<file path="src/rtl/tbp_pkg.sv">
package tbp_pkg;

    typedef enum logic [2:0] {
        OUT_DIRECT = 3'd0,
        OUT_UNDEF  = 3'd1,
        OUT_TRAP2  = 3'd2,
        OUT_TRAP3  = 3'd3,
        OUT_REDIR  = 3'd4
    } outcome_e;

    typedef struct packed {
        logic       write;
        logic [1:0] el;
        logic       feat;
        logic       el2_en;
        logic       el3_here;
        logic       undef_prio;
        logic       nspb_trap;
        logic       undef_sel;
        logic       fgt_impl;
        logic       fgt_en;
        logic       fgt_rd;
        logic       fgt_wr;
        logic [1:0] own;
        logic [2:0] nv;
    } req_ctx_t;

    typedef struct packed {
        outcome_e    code;
        logic [11:0] offset;
        logic [5:0]  ec;
    } verdict_t;

endpackage

</file>
<file path="src/rtl/tbp_access_decode.sv">
module tbp_access_decode
    import tbp_pkg::*;
#(
    parameter logic [11:0] REDIR_OFF = 12'h810,
    parameter logic [5:0]  TRAP_EC   = 6'h18
) (
    input  req_ctx_t ctx,
    output verdict_t verdict
);

    logic trap3_hit;
    logic fgt_allowed;
    logic fgt_bit;
    logic nv_redirect;
    logic unused_dontcare;

    always_comb begin
        trap3_hit   = ctx.el3_here & ctx.nspb_trap;
        fgt_allowed = ~ctx.el3_here | ctx.fgt_en;
        fgt_bit     = ctx.write ? ctx.fgt_wr : ctx.fgt_rd;
        nv_redirect = ctx.nv[2] & ctx.nv[0];
    end

    assign unused_dontcare = ctx.own[1] ^ ctx.nv[1];

    // Level-1 chain, in the order the checks are resolved
    function automatic outcome_e resolve_el1();
        outcome_e r;
        if (trap3_hit && ctx.undef_prio)                       r = OUT_UNDEF;
        else if (ctx.el2_en && ctx.fgt_impl && fgt_allowed && fgt_bit)
                                                                r = OUT_TRAP2;
        else if (ctx.el2_en && !ctx.own[0])                    r = OUT_TRAP2;
        else if (trap3_hit)                                     r = ctx.undef_sel ? OUT_UNDEF : OUT_TRAP3;
        else if (nv_redirect)                                   r = OUT_REDIR;
        else                                                    r = OUT_DIRECT;
        return r;
    endfunction

    // Level-2 chain: only the level-3 checks apply
    function automatic outcome_e resolve_el2();
        outcome_e r;
        if (trap3_hit && ctx.undef_prio)  r = OUT_UNDEF;
        else if (trap3_hit)               r = ctx.undef_sel ? OUT_UNDEF : OUT_TRAP3;
        else                              r = OUT_DIRECT;
        return r;
    endfunction

    outcome_e code_c;

    always_comb begin
        if (!ctx.feat) begin
            code_c = OUT_UNDEF;
        end else begin
            unique case (ctx.el)
                2'd0:    code_c = OUT_UNDEF;
                2'd1:    code_c = resolve_el1();
                2'd2:    code_c = resolve_el2();
                default: code_c = OUT_DIRECT;
            endcase
        end
    end

    always_comb begin
        verdict.code   = code_c;
        verdict.offset = (code_c == OUT_REDIR) ? REDIR_OFF : 12'd0;
        verdict.ec     = (code_c == OUT_TRAP2 || code_c == OUT_TRAP3) ? TRAP_EC : 6'd0;
    end

endmodule

</file>
<file path="src/rtl/tbp_ptr_reg.sv">
module tbp_ptr_reg #(
    parameter int PTR_W       = 64,
    parameter int ALIGN_BITS  = 4,
    parameter int ENTRY_BYTES = 64
) (
    input  logic             clk,
    input  logic             rst_n,
    input  logic             wr_en,
    input  logic [PTR_W-1:0] wr_data,
    input  logic             adv,
    input  logic             irq,
    output logic [PTR_W-1:0] ptr_o,
    output logic             frozen_o
);

    localparam logic [PTR_W-1:0] STEP = PTR_W'(ENTRY_BYTES);

    typedef struct packed {
        logic [PTR_W-1:0] ptr;
        logic             frozen;
    } state_t;

    state_t st_d, st_q;
    logic [PTR_W-1:0] wr_aligned;
    logic [PTR_W-1:0] ptr_aligned;

    // Low bits are hard zero; a zero-width mask needs no logic at all
    generate
        if (ALIGN_BITS > 0) begin : g_mask
            assign wr_aligned  = {wr_data[PTR_W-1:ALIGN_BITS], {ALIGN_BITS{1'b0}}};
            assign ptr_aligned = {st_q.ptr[PTR_W-1:ALIGN_BITS], {ALIGN_BITS{1'b0}}};
        end else begin : g_nomask
            assign wr_aligned  = wr_data;
            assign ptr_aligned = st_q.ptr;
        end
    endgenerate

    always_comb begin
        st_d = st_q;
        if (wr_en) begin
            st_d.ptr = wr_aligned;
        end else if (adv && !st_q.frozen && !irq) begin
            st_d.ptr = ptr_aligned + STEP;
        end
        if (irq) begin
            st_d.frozen = 1'b1;
        end else if (wr_en) begin
            st_d.frozen = 1'b0;
        end
    end

    always_ff @(posedge clk or negedge rst_n) begin
        if (!rst_n) begin
            st_q <= '0;
        end else begin
            st_q <= st_d;
        end
    end

    assign ptr_o    = ptr_aligned;
    assign frozen_o = st_q.frozen;

endmodule

</file>
<file path="src/rtl/tbp_ctrl.sv">
module tbp_ctrl
    import tbp_pkg::*;
#(
    parameter int          PTR_W       = 64,
    parameter int          BUF_ALIGN   = 8,
    parameter int          ALIGN_BITS  = 4,
    parameter int          ENTRY_BYTES = 64,
    parameter logic [11:0] REDIR_OFF   = 12'h810,
    parameter logic [5:0]  TRAP_EC     = 6'h18
) (
    input  logic             clk,
    input  logic             rst_n,
    input  logic             req_valid,
    input  logic             req_write,
    input  logic [1:0]       req_el,
    input  logic             feat_present,
    input  logic             el2_enabled,
    input  logic             el3_present,
    input  logic             el3_undef_prio,
    input  logic             el3_nspb_trap,
    input  logic             el3_undef_sel,
    input  logic             fgt_impl,
    input  logic             el3_fgt_en,
    input  logic             fgt_rd_trap,
    input  logic             fgt_wr_trap,
    input  logic [1:0]       own_field,
    input  logic [2:0]       nv_mode,
    input  logic [PTR_W-1:0] wdata,
    input  logic             mgmt_irq,
    input  logic             adv_strobe,
    output logic [2:0]       outcome,
    output logic [11:0]      redir_offset,
    output logic [5:0]       exc_class,
    output logic [PTR_W-1:0] rdata,
    output logic             frozen,
    output logic [PTR_W-1:0] ptr
);

    // Tie-off width clamped to the buffer alignment limit
    localparam int LOW_ZERO = (ALIGN_BITS > BUF_ALIGN) ? BUF_ALIGN : ALIGN_BITS;

    req_ctx_t ctx;
    verdict_t verdict;
    logic     direct_hit;
    logic     wr_en;

    always_comb begin
        ctx.write      = req_write;
        ctx.el         = req_el;
        ctx.feat       = feat_present;
        ctx.el2_en     = el2_enabled;
        ctx.el3_here   = el3_present;
        ctx.undef_prio = el3_undef_prio;
        ctx.nspb_trap  = el3_nspb_trap;
        ctx.undef_sel  = el3_undef_sel;
        ctx.fgt_impl   = fgt_impl;
        ctx.fgt_en     = el3_fgt_en;
        ctx.fgt_rd     = fgt_rd_trap;
        ctx.fgt_wr     = fgt_wr_trap;
        ctx.own        = own_field;
        ctx.nv         = nv_mode;
    end

    tbp_access_decode #(
        .REDIR_OFF (REDIR_OFF),
        .TRAP_EC   (TRAP_EC)
    ) u_decode (
        .ctx     (ctx),
        .verdict (verdict)
    );

    assign direct_hit = req_valid && (verdict.code == OUT_DIRECT);
    assign wr_en      = direct_hit && req_write;

    tbp_ptr_reg #(
        .PTR_W       (PTR_W),
        .ALIGN_BITS  (LOW_ZERO),
        .ENTRY_BYTES (ENTRY_BYTES)
    ) u_ptr (
        .clk      (clk),
        .rst_n    (rst_n),
        .wr_en    (wr_en),
        .wr_data  (wdata),
        .adv      (adv_strobe),
        .irq      (mgmt_irq),
        .ptr_o    (ptr),
        .frozen_o (frozen)
    );

    assign outcome      = verdict.code;
    assign redir_offset = verdict.offset;
    assign exc_class    = verdict.ec;
    assign rdata        = (direct_hit && !req_write) ? ptr : '0;

endmodule

</file>
<file path="config.mk">
export PLATFORM = sky130hd
export DESIGN_NAME = tbp_ctrl
export DESIGN_NICKNAME = d
export VERILOG_FILES = /design/src/rtl/tbp_pkg.sv /design/src/rtl/tbp_access_decode.sv /design/src/rtl/tbp_ptr_reg.sv /design/src/rtl/tbp_ctrl.sv
export SDC_FILE = /design/constraint.sdc
export NUM_CORES = 1
export LEC_CHECK = 0
export BUFFER_PORTS_ARGS = -buffer_cell sky130_fd_sc_hd__buf_2
export CORE_MARGIN = 4
export CORE_UTILIZATION = 25
export CTS_CLUSTER_SIZE = 25
export DETAILED_ROUTE_END_ITERATION = 8
export PLACE_DENSITY = 0.52
export SKIP_CTS_REPAIR_TIMING = 1
export SLEW_MARGIN = 40
export SYNTH_ARGS = -nofsm -noshare
export SYNTH_HDL_FRONTEND = slang
export SYNTH_SLANG_ARGS = --single-unit
</file>
<file path="constraint.sdc">
create_clock -name clk -period 2.67 [get_ports clk]
set_input_delay 0.267 -clock clk [delete_from_list [all_inputs] [get_ports clk]]
set_output_delay 0.267 -clock clk [all_outputs]
set_load 0.03 [all_outputs]
</file>
; Yosys cells after proc, flatten, opt, wreduce, memory -nomap -nowiden
; Index checks and enable logic that the tools add are counted.
; Widths: inputs -> output; s select.
[totals]
regBits = 65
latch_bits = 0
ram_bits = 0
rom_bits = 0
inputBits = 87
out_inout_bits = 150
elab_cells = 49
memories = 0
[op_classes]
addsub = 1
multipliers = 0
div_mod_pow = 0
n_lt_le_gt_ge = 0
n_eq_ne = 5
shifts = 0
mux = 18
bitwise = 4
n_reduce_logical = 19
[ops]
columns = op, n
row1 = $mux 64, 3
row2 = $add 64x7->64 const B, 1
row3 = $mux 3, 8
row4 = $mux 12, 1
row5 = $logic_and 1x1->1, 10
row6 = $pmux 3 s3, 1
row7 = $eq 3x2->1 const B, 2
row8 = $mux 5, 1
row9 = $logic_not 1->1, 4
row10 = $reduce_bool 2->1, 2
row11 = $eq 3x3->1 const B, 1
row12 = $logic_not 3->1, 1
row13 = $mux 1, 3
row14 = $and 1x1->1, 2
row15 = $eq 2x1->1 const B, 1
row16 = $eq 2x2->1 const B, 1
row17 = $logic_not 2->1, 1
row18 = $mux 2, 1
row19 = $logic_or 1x1->1, 1
row20 = $not 1->1, 1
row21 = $or 1x1->1, 1

; Depth between registers and ports, before layout
; Gate-level depths: netlist of run 1.
[logic_depth]
ltp_word = 13
mapped_depth = 8
ltp_nobuf = 7

; Cells and area by module
; Synthesis of run 1 repeated with hierarchy kept, for this count alone.
[unflattened]
cells_unflattened = 550
area_unflattened_um2 = 4540.6
[modules_own_cells]
columns = module, n_inst, cells_per_inst, area_per_inst_um2, seq_area_each_um2
row1 = tbp_ptr_reg, 1, 431, 3697.3, 1526.5
row2 = tbp_ctrl, 1, 81, 554.3, 0.0
row3 = tbp_access_decode, 1, 38, 289.0, 0.0

; Worst setup path after synthesis of run 1
; OpenSTA, ideal clock, no wires.
[synth_path]
path_kind = register -> register
start = register u_ptr.st_q, in the netlist u_ptr.ptr_o[6]
end = register u_ptr.st_q, in the netlist u_ptr.ptr_o[40]
setup_ns = 0.125
arrival_time_ns = 2.634
required_ns = 2.545
path_slack_ns = -0.089
stages_incl_launch_ff = 9
path_buffers = 1
period_less_slack_ns = 2.759
cell_sequence = dfrtp_1 ha_1 nor4bb_1 nand4_1 nor3_1 buf_2 nand4_1 xnor2_1 mux2_4
[synth_between]
elab_chain_cells = 3
[synth_rtl]
columns = item, line
row1 = start: declaration, tbp_ptr_reg.sv:23  ; state_t st_d, st_q;
row2 = start signal: assignment, tbp_ptr_reg.sv:56  ; st_q <= st_d;
row3 = $add 64x7->64, tbp_ptr_reg.sv:43  ; st_d.ptr = ptr_aligned + STEP;
row4 = $mux 64, tbp_ptr_reg.sv:42  ; end else if (adv && !st_q.frozen && !irq) begin
row5 = $mux 64, tbp_ptr_reg.sv:40  ; if (wr_en) begin
; No other way between the ends. The select of a mux whose other input is x is not followed.
; A chain may end at the register's enable or synchronous reset.

; Final worst setup path of run 1
[layout_path]
start = input el3_present
end = output rdata[51]
[layout_between]
elab_chain_cells = 12
word_cells_on_any_way = 18
cone_classes = mux (9) / bitwise (3) / reduce/logical (6)
[layout_rtl]
columns = item, line
row1 = start: declaration, tbp_ctrl.sv:18  ; input logic el3_present,
row2 = branches (longest 6 deep; another with $mux 3), -
row3 = $pmux 3 s3 (*), tbp_access_decode.sv:54  ; unique case (ctx.el)
row4 = $mux 3 (*), tbp_access_decode.sv:51  ; if (!ctx.feat) begin
row5 = $logic_not 3->1 (*), tbp_ctrl.sv:72  ; assign direct_hit = req_valid && (verdict.code == OUT_DIRECT);
row6 = $logic_and 1x1->1 (*), tbp_ctrl.sv:72
row7 = $logic_and 1x1->1 (*), tbp_ctrl.sv:93  ; assign rdata = (direct_hit && !req_write) ? ptr : '0;
row8 = $mux 64 (*), tbp_ctrl.sv:93
row9 = end: declaration, tbp_ctrl.sv:34  ; output logic [PTR_W-1:0] rdata,
; Every way passes the cells marked *.

==> results of run 1 <==
-- per-layer routing --
| metal | global-route usage [%] | vias up |
|---|---|---|
| met5 | 0 | - |
| met1 | 16.6 | 1763 |
| met3 | 2.99 | 9 |
| li1 | - | 1871 |
| met4 | 4.29 | 0 |
| met2 | 21.1 | 165 |
-- layout by cell type (no fill, tap or decap), drive strengths merged, types with 2 or more instances in the layout --
cell type  count
o221ai         2
xnor2         30
nand4         21
xor2          27
or4            2
nor4           5
and4           5
and3           9
nand3         23
nor3          14
mux2          61
clkinvlp       3
clkbuf        10
a211oi         2
clkinv         2
dfrtp         61
conb          22
nor2          20
inv            5
nand2         23
and2          65
nor3b          2
buf          220
-- path summary, 6_finish.rpt --
path	end	start	slack, ns	cells past startpoint
worst max-delay path	rdata[51]	el3_present	0.16	9
worst min-delay path	u_ptr.ptr_o[59]$_DFFE_PN0P_	wdata[59]	0.16	2
worst max register to register	u_ptr.ptr_o[62]$_DFFE_PN0P_	u_ptr.ptr_o[6]$_DFFE_PN0P_	0.25	9
worst min register to register	u_ptr.ptr_o[4]$_DFFE_PN0P_	u_ptr.ptr_o[4]$_DFFE_PN0P_	0.53	1
max in group asynchronous	u_ptr.ptr_o[6]$_DFFE_PN0P_	rst_n	1.70	3
min in group asynchronous	u_ptr.ptr_o[35]$_DFFE_PN0P_	rst_n	0.44	2
-- area by class of cell --
| type | count | area (µm²) |
|---|---|---|
| sequential | 61 | 1530 |
| tap | 225 | 282 |
| inverter | 5 | 18.8 |
| multi-input combinational | 345 | 2690 |
| fill | 1851 | 11400 |
| clock inverter | 6 | 62.6 |
| clock buffer | 10 | 239 |
| timing repair buffer | 222 | 1230 |
-- stage by stage --
| stage | util, % | total power [W] | hold WS [ns] | area [µm²] | std cells |
|---|---|---|---|---|---|
| final | 34.7 | 0.00465 | 0.162 | 6050 | 874 |
| after floorplan | - | 0.00292 | -0.0286 | 4570 | 452 |
| after global routing | 34.7 | 0.00492 | 0.147 | 6050 | 874 |
| after CTS | 34.5 | 0.00472 | -0.107 | 6020 | 872 |
| after detailed placement | 32.8 | 0.00350 | 0.258 | 5710 | 856 |
| after global placement | 32.8 | 0.00348 | 0.412 | 5710 | 856 |
-- sequential cells by signal, summed over array words and instances (netlist names) --
register,cells
u_ptr.frozen_o,1
u_ptr.ptr_o,60
-- power breakdown --
| group | internal (W) | switching (W) | total, W | leakage, nW |
|---|---|---|---|---|
| Combinational | 0.000801 | 0.00105 | 0.00185 | 2.30 |
| Clock | 0.000744 | 0.000439 | 0.00118 | 0.140 |
| Sequential | 0.00119 | 0.000426 | 0.00162 | 0.726 |
-- logic make-up after synthesis --
| kind of cell | count (synthesis) | synth area share, % |
|---|---|---|
| simple gates | 194 | 24.1 |
| mux | 62 | 20.5 |
| flops | 61 | 34.0 |
| xor+xnor | 57 | 11.1 |
| buf+inv | 46 | 8.23 |
| compound gates | 9 | 1.67 |
| fa+ha+maj | 1 | 0.279 |
| other cells | 1 | 0.0836 |
==> summary.txt, run 1 <==
outcome: complete, no violations
crit path max fanout: 60
Yosys top cell area share: 34.0%
area leader, netlist: dfrtp_1
Clock transition at path regs: 0.06 ns
proportion of layout cells with a drive suffix above 1: 46.8%
minimum clock period: 2.51 ns
Die Area: 20200 µm²
main flop type after synthesis: dfrtp_1
maximum VDD drop: 365 µV
Setup violations, final: 0
total wire length: 13100 µm
startpoint types: primary input
all-layer global routing usage: 12.8%
register area share after synthesis: 34.0%
Crit path max-delay family: buffers and inverters
clk buf depth: 2
Final Max Tran Viols: 0
I/O Buffers: 208
slowest CP cell: bufbuf_16
Req. time, crit path: 2.40 ns
CTS tree: done
Routed WL per cell: 15.0 µm
Max Cap Violations: 0
number of global-route vias before repair: 3792
initial antenna violation count: 0
f_max: 398 MHz
Initial Util: 25.8%
crit share post-route: 94.0%
Cell Area, Synth: 4490 µm²
H-tree levels: 3
row count: 48
IO Count: 237
Synth Register Bits: 61
Pre-antenna DRT Iters: 4
Post-Synthesis Cells: 431
Post-synth EDFFs: 0
die width: 142 µm
Setup CP Type: primary input to output port
largest net degree at the start of global routing: 61
DR DRC count: 0
routability cong.: 0.751
Clock Latency Late Sink: 0.33 ns
worst hold path type: primary input to flop
first-pass GRT wire length: 20300 µm
CTS buffer count: 9
ANT nets after route: 0
Synth area leaders: dfrtp_1 (34%), mux2_4 (20%), and2_1 (9.1%)
crit-path cells: buf_2 > nor2b_1 > o31ai_2 > nand2_1 > a41o_1 > nor4_2 > bufbuf_16 > and2_1 > buf_2
DP HPWL: 10200 µm
Top Layer Used: met4
final hold violation count: 0
wl on met1: 5780 µm
RSZ-0062 raised after global routing: false
final setup skew: 0.00716 ns
Vias/cell: 4.36
Worst Setup Slack, final: 0.160 ns
CORE AREA: 17400 µm²
setup_tns: 0 ns
leakage power: 3.17 nW
total gr overflow: 0
Unique masters post-synth: 37
count leader, synth: and2_1
area grow syn2layout: 34.7%
Ys Warns: 0
Final #Nets: 732
Top cell by count, worst path: buf_2
die height: 142 µm
CP endpoint kind: output port
# diodes: 0
Async SR Flop Fraction: 100%
met3 WL: 887 µm
CP max stage delay: 0.39 ns
Critical Path AT: 2.24 ns
Worst Path Buf+Inv: 3
met2 routed WL: 6300 µm
Iter 0 DRT Violations: 97
Synth top cells by count: and2_1 (65), dfrtp_1 (61), mux2_4 (59)
Mean Syn Cell Area: 10.4 µm²
clock root cell: clkbuf_16
Via Count: 3808
PwrDens: 769 nW/µm²
Place WS: 0.0782 ns
clock sink count: 61
(Power assumes the default switching activity.)
==> run 2, diff against run 1 <==
--- a/config.mk
+++ b/config.mk
@@ -7,10 +7,10 @@
 export LEC_CHECK = 0
 export BUFFER_PORTS_ARGS = -buffer_cell sky130_fd_sc_hd__buf_2
 export CORE_MARGIN = 4
-export CORE_UTILIZATION = 25
+export CORE_UTILIZATION = 30
 export CTS_CLUSTER_SIZE = 25
 export DETAILED_ROUTE_END_ITERATION = 8
-export PLACE_DENSITY = 0.52
+export PLACE_DENSITY = 0.6
 export SKIP_CTS_REPAIR_TIMING = 1
 export SLEW_MARGIN = 40
 export SYNTH_ARGS = -nofsm -noshare
==> run 2 against run 1 <==
Compared with the run above: the flow now finishes with violations (hold timing); clock skew about the same; power fell by 0.84%; hold slack lost 0.16 ns; critical path depth is the same; design area down 0.64%; routed wire length is 0.88% lower; clock-buffer cell count grew 3; global-route usage rose by 1.7 points; clock power is 4% lower; combinational power is essentially flat; die area is 16% lower; sequential power is essentially flat; largest cell class unchanged.
==> summary.txt, run 2 (synthesis gave the netlist of run 1 again) <==
outcome: finished, violations left
failing checks: hold timing
total wire length: 13000 µm
total gr overflow: 0
filler instances: 1489
clock sink count: 61
R2R cell count: 10
Final Max Tran Viols: 0
CP endpoint: rdata[49]
setup slack, reg-to-reg: 0.17 ns
slowest CP cell: o31ai_2
first-pass GRT wire length: 19400 µm
proportion of layout cells with a drive suffix above 1: 47.2%
Die Area: 17000 µm²
CP max stage delay: 0.36 ns
setup_tns: 0 ns
Critical Path AT: 2.31 ns
area grow syn2layout: 33.9%
worst hold path type: primary input to async pin
IO Count: 237
leading cell type in the layout, fill and taps excluded: buf_2
CTS tree: done
Top Layer Used: met4
f_max: 388 MHz
Final Non-Filler Cells: 834
Final #Nets: 733
RSZ-0062 raised after global routing: true
RR Endpoint: u_ptr.ptr_o[62]$_DFFE_PN0P_
CORE AREA: 14600 µm²
startpoint types: primary input
most frequent cells in the layout: buf_2 (208), and2_1 (65), dfrtp_1 (61), mux2_4 (59), xnor2_1 (30)
met2 routed WL: 6260 µm
die height: 130 µm
Pre-antenna DRT Iters: 4
ANT nets after route: 0
Via Count: 3926
worst hold margin: -0.00169 ns
clk buf depth: 2
Clock transition at path regs: 0.05 ns
CTS buffer count: 9
Clock Latency Late Sink: 0.32 ns
Iter 0 DRT Violations: 152
Setup CP Type: primary input to output port
initial antenna violation count: 0
crit share post-route: 96.4%
final setup skew: 0.00748 ns
maximum VDD drop: 401 µV
crit-path cells: buf_2 > mux2i_1 > o31ai_2 > nand2_1 > a41o_1 > nor4_4 > bufbuf_16 > and2_1 > buf_2
routability cong.: 0.804
largest net degree at the start of global routing: 61
CP endpoint kind: output port
met3 WL: 980 µm
minimum clock period: 2.58 ns
CP Launch Point: req_write
Vias/cell: 4.71
crit path max fanout: 30
Req. time, crit path: 2.40 ns
number of global-route vias before repair: 3946
max_slew headroom: 52.2%
die width: 130 µm
DP HPWL: 9850 µm
worst reg2reg path startpoint: u_ptr.ptr_o[6]$_DFFE_PN0P_
Slew @ Worst Pin: 0.717 ns
all-layer global routing usage: 14.5%
Storage cell area: 1530 µm²
I/O Buffers: 208
dpl cells: 815
H-tree levels: 3
Crit path depth: 9
wl on met1: 5420 µm
row count: 44
Crit path max-delay family: buffers and inverters
Multi-input gate area: 2710 µm²
final hold violation count: 2
# diodes: 0
DR DRC count: 0
Top cell by count, worst path: buf_2
clock root cell: clkbuf_16
max FFs per register: 60
leakage power: 3.18 nW
Worst Path Buf+Inv: 3
Routed WL per cell: 15.6 µm
Initial Util: 30.8%
Max Cap Violations: 0
Setup violations, final: 0
PwrDens: 768 nW/µm²
## run 2: cell count changes in the layout (fill, tap and decap cells not counted), sizes merged
cell         before  now
clkbuf           10   13
buf             220  222
clkinvlp          3    1
bufinv            1    0
dlygate4sd3       1    0
## run 2: power by group
group,internal (W),total (W),switching (W)
Combinational,0.000804,0.00187,0.00107
Clock,0.000725,0.00113,0.000401
Sequential,0.00119,0.00161,0.000423
## run 2: stage by stage
stage          util [%]  cell area [µm²]  setup WS, ns  power (W)
6_report           41.2             6010        0.0949    0.00461
5_1_grt            41.2             6010       -0.0382    0.00488
4_1_cts            40.8             5950        0.0607    0.00466
3_5_place_dp       38.7             5650        0.0513    0.00350
3_3_place_gp       38.7             5650         0.135    0.00345
2_1_floorplan         -             4570        0.0254    0.00292
## run 2: worst min path at each step
stage                                       end  cells after the start  startpoint
finish              u_ptr.ptr_o[37]$_DFFE_PN0P_                      1       rst_n
global route        u_ptr.ptr_o[26]$_DFFE_PN0P_                      1       rst_n
CTS                 u_ptr.ptr_o[26]$_DFFE_PN0P_                      1       rst_n
detailed placement  u_ptr.ptr_o[37]$_DFFE_PN0P_                      1       rst_n
global placement    u_ptr.ptr_o[37]$_DFFE_PN0P_                      1       rst_n
floorplan            u_ptr.frozen_o$_DFFE_PN0P_                      0       rst_n
## run 2: area by class of cell
class,count,area share [%]
tap,184,3.83
clock inverter,3,0.292
multi-input combinational,345,45.0
timing repair buffer,223,20.5
inverter,5,0.312
clock buffer,13,4.67
sequential,61,25.4
## run 2: metal layers
metal,vias up,GRT usage (%)
li1,1871,-
met1,1860,17.4
met2,171,24.2
met3,24,3.64
met4,0,7.15
met5,-,0
==> run 3, diff against run 2 <==
--- a/config.mk
+++ b/config.mk
@@ -10,7 +10,7 @@
 export CORE_UTILIZATION = 30
 export CTS_CLUSTER_SIZE = 25
 export DETAILED_ROUTE_END_ITERATION = 8
-export PLACE_DENSITY = 0.6
+export PLACE_DENSITY = 0.58
 export SKIP_CTS_REPAIR_TIMING = 1
 export SLEW_MARGIN = 40
 export SYNTH_ARGS = -nofsm -noshare
==> constraint.sdc (replaced) <==
create_clock -name clk -period 2.7 [get_ports clk]
set_input_delay 0.27 -clock clk [delete_from_list [all_inputs] [get_ports clk]]
set_output_delay 0.27 -clock clk [all_outputs]
set_load 0.03 [all_outputs]
==> run 3 against run 2 <==
Compared with the run above: the run now ends clean; sequential power about the same; non-clock buffer count down 1; highest routed layer unchanged; largest power group unchanged; combinational power shrank 2%; register-to-register slack better by 0.04 ns; die area unchanged.
==> summary.txt, run 3 (synthesis gave the netlist of run 1 again) <==
H-tree levels: 3
placed cell areas: 5630 µm²
GRT met1 Usage: 18.0%
leakage power: 3.18 nW
Final #Nets: 732
RSZ-0062 raised after global routing: false
Initial Util: 30.8%
Via Count: 3885
max_slew headroom: 65.4%
first-pass GRT wire length: 19400 µm
DP HPWL: 9760 µm
clk buf depth: 2
Reg power frac: 33.9%
sw frac: 39.8%
P_sw: 0.00186 W
total wire length: 12600 µm
area grow syn2layout: 33.6%
Setup violations, final: 0
max FFs per register: 60
die height: 130 µm
filler instances: 1441
setup_tns: 0 ns
Final Max Tran Viols: 0
Die Area: 17000 µm²
largest net degree at the start of global routing: 61
Iter 0 DRT Violations: 132
f_max: 388 MHz
CORE AREA: 14600 µm²
Int Pwr: 0.00282 W
Clock Latency Late Sink: 0.32 ns
minimum clock period: 2.58 ns
crit path max fanout: 60
Critical Path AT: 2.31 ns
Clock transition at path regs: 0.06 ns
final hold violation count: 0
met3 GRT Util: 3.81%
Pre-antenna DRT Iters: 5
clock root cell: clkbuf_16
Vias/cell: 4.66
final setup skew: 0.00800 ns
row count: 44
IO Count: 237
DR DRC count: 0
CP endpoint kind: output port
clock sink count: 61
die width: 130 µm
total gr overflow: 0
number of global-route vias before repair: 3786
Setup CP Type: primary input to output port
leading cell type in the layout, fill and taps excluded: buf_2
Comb power frac: 39.2%
initial antenna violation count: 0
Req. time, crit path: 2.43 ns
startpoint types: primary input
Routed WL per cell: 15.2 µm
CTS tree: done
crit share post-route: 95.4%
Clk pwr share: 26.9%
PwrDens: 781 nW/µm²
# diodes: 0
maximum VDD drop: 364 µV
setup slack, reg-to-reg: 0.21 ns
worst hold path type: primary input to flop
final instance area: 5990 µm²
most frequent cells in the layout: buf_2 (207), and2_1 (65), dfrtp_1 (61), mux2_4 (59), xnor2_1 (30)
grt met2 use: 24.2%
layer with the highest usage: met2
Slew @ Worst Pin: 0.514 ns
routability cong.: 0.832
Max Cap Violations: 0
post-layout util: 41.1%
all-layer global routing usage: 14.4%
I/O Buffers: 208
proportion of layout cells with a drive suffix above 1: 46.7%
ANT nets after route: 0
CTS buffer count: 9
outcome: complete, no violations
==> run 3: path summary, 6_finish.rpt <==
kind	start	endpoint	depth (start not counted)
max	el3_present	rdata[59]	9
min	wdata[19]	u_ptr.ptr_o[19]$_DFFE_PN0P_	2
max reg2reg	u_ptr.ptr_o[6]$_DFFE_PN0P_	u_ptr.ptr_o[62]$_DFFE_PN0P_	8
min reg2reg	u_ptr.ptr_o[4]$_DFFE_PN0P_	u_ptr.ptr_o[4]$_DFFE_PN0P_	1
max in group asynchronous	rst_n	u_ptr.ptr_o[37]$_DFFE_PN0P_	3
min in group asynchronous	rst_n	u_ptr.ptr_o[32]$_DFFE_PN0P_	2
==> run 3: area by class of cell <==
type | instances | area [µm²] | area share (%)
clock buffers | 12 | 256 | 4.28
clock inverters | 4 | 70.1 | 1.17
inverters | 5 | 18.8 | 0.313
multi-input cells | 345 | 2690 | 44.9
flip-flops and latches | 61 | 1530 | 25.5
well taps | 184 | 230 | 3.84
repair buffers | 222 | 1200 | 20.0
==> run 3: power groups by stage <==
stage / Clock (W) / Sequential, W / Combinational (W)
after floorplan: 0 / 0.00203 / 0.000855
after global placement: 0 / 0.00159 / 0.00182
after detailed placement: 0 / 0.00161 / 0.00184
after CTS: 0.00131 / 0.00160 / 0.00185
after global routing: 0.00134 / 0.00166 / 0.00195
final: 0.00126 / 0.00159 / 0.00183
==> run 3: layer usage <==
layer	share of wire (%)	wire length [µm]
met1	42	5360
met2	49	6140
met3	7.6	963
met4	1.3	161
met5	0	0
==> run 3: per-stage QoR <==
step	worst slack, ns	cells	power [W]	hold slack [ns]
global placement	0.142	814	0.00341	0.349
CTS	0.0930	830	0.00475	0.0251
detailed placement	0.109	814	0.00345	0.383
global route	0.00269	833	0.00495	0.160
floorplan	0.0554	452	0.00289	-0.0256
finish	0.123	833	0.00468	0.173
==> run 3: worst max-delay path, cell delays in order <==
cell	delay, ns
buf_2	0.12
nor2b_1	0.13
o31ai_2	0.34
nand2_1	0.13
a41o_1	0.30
nor4_2	0.24
bufbuf_16	0.37
and2_1	0.17
buf_2	0.20
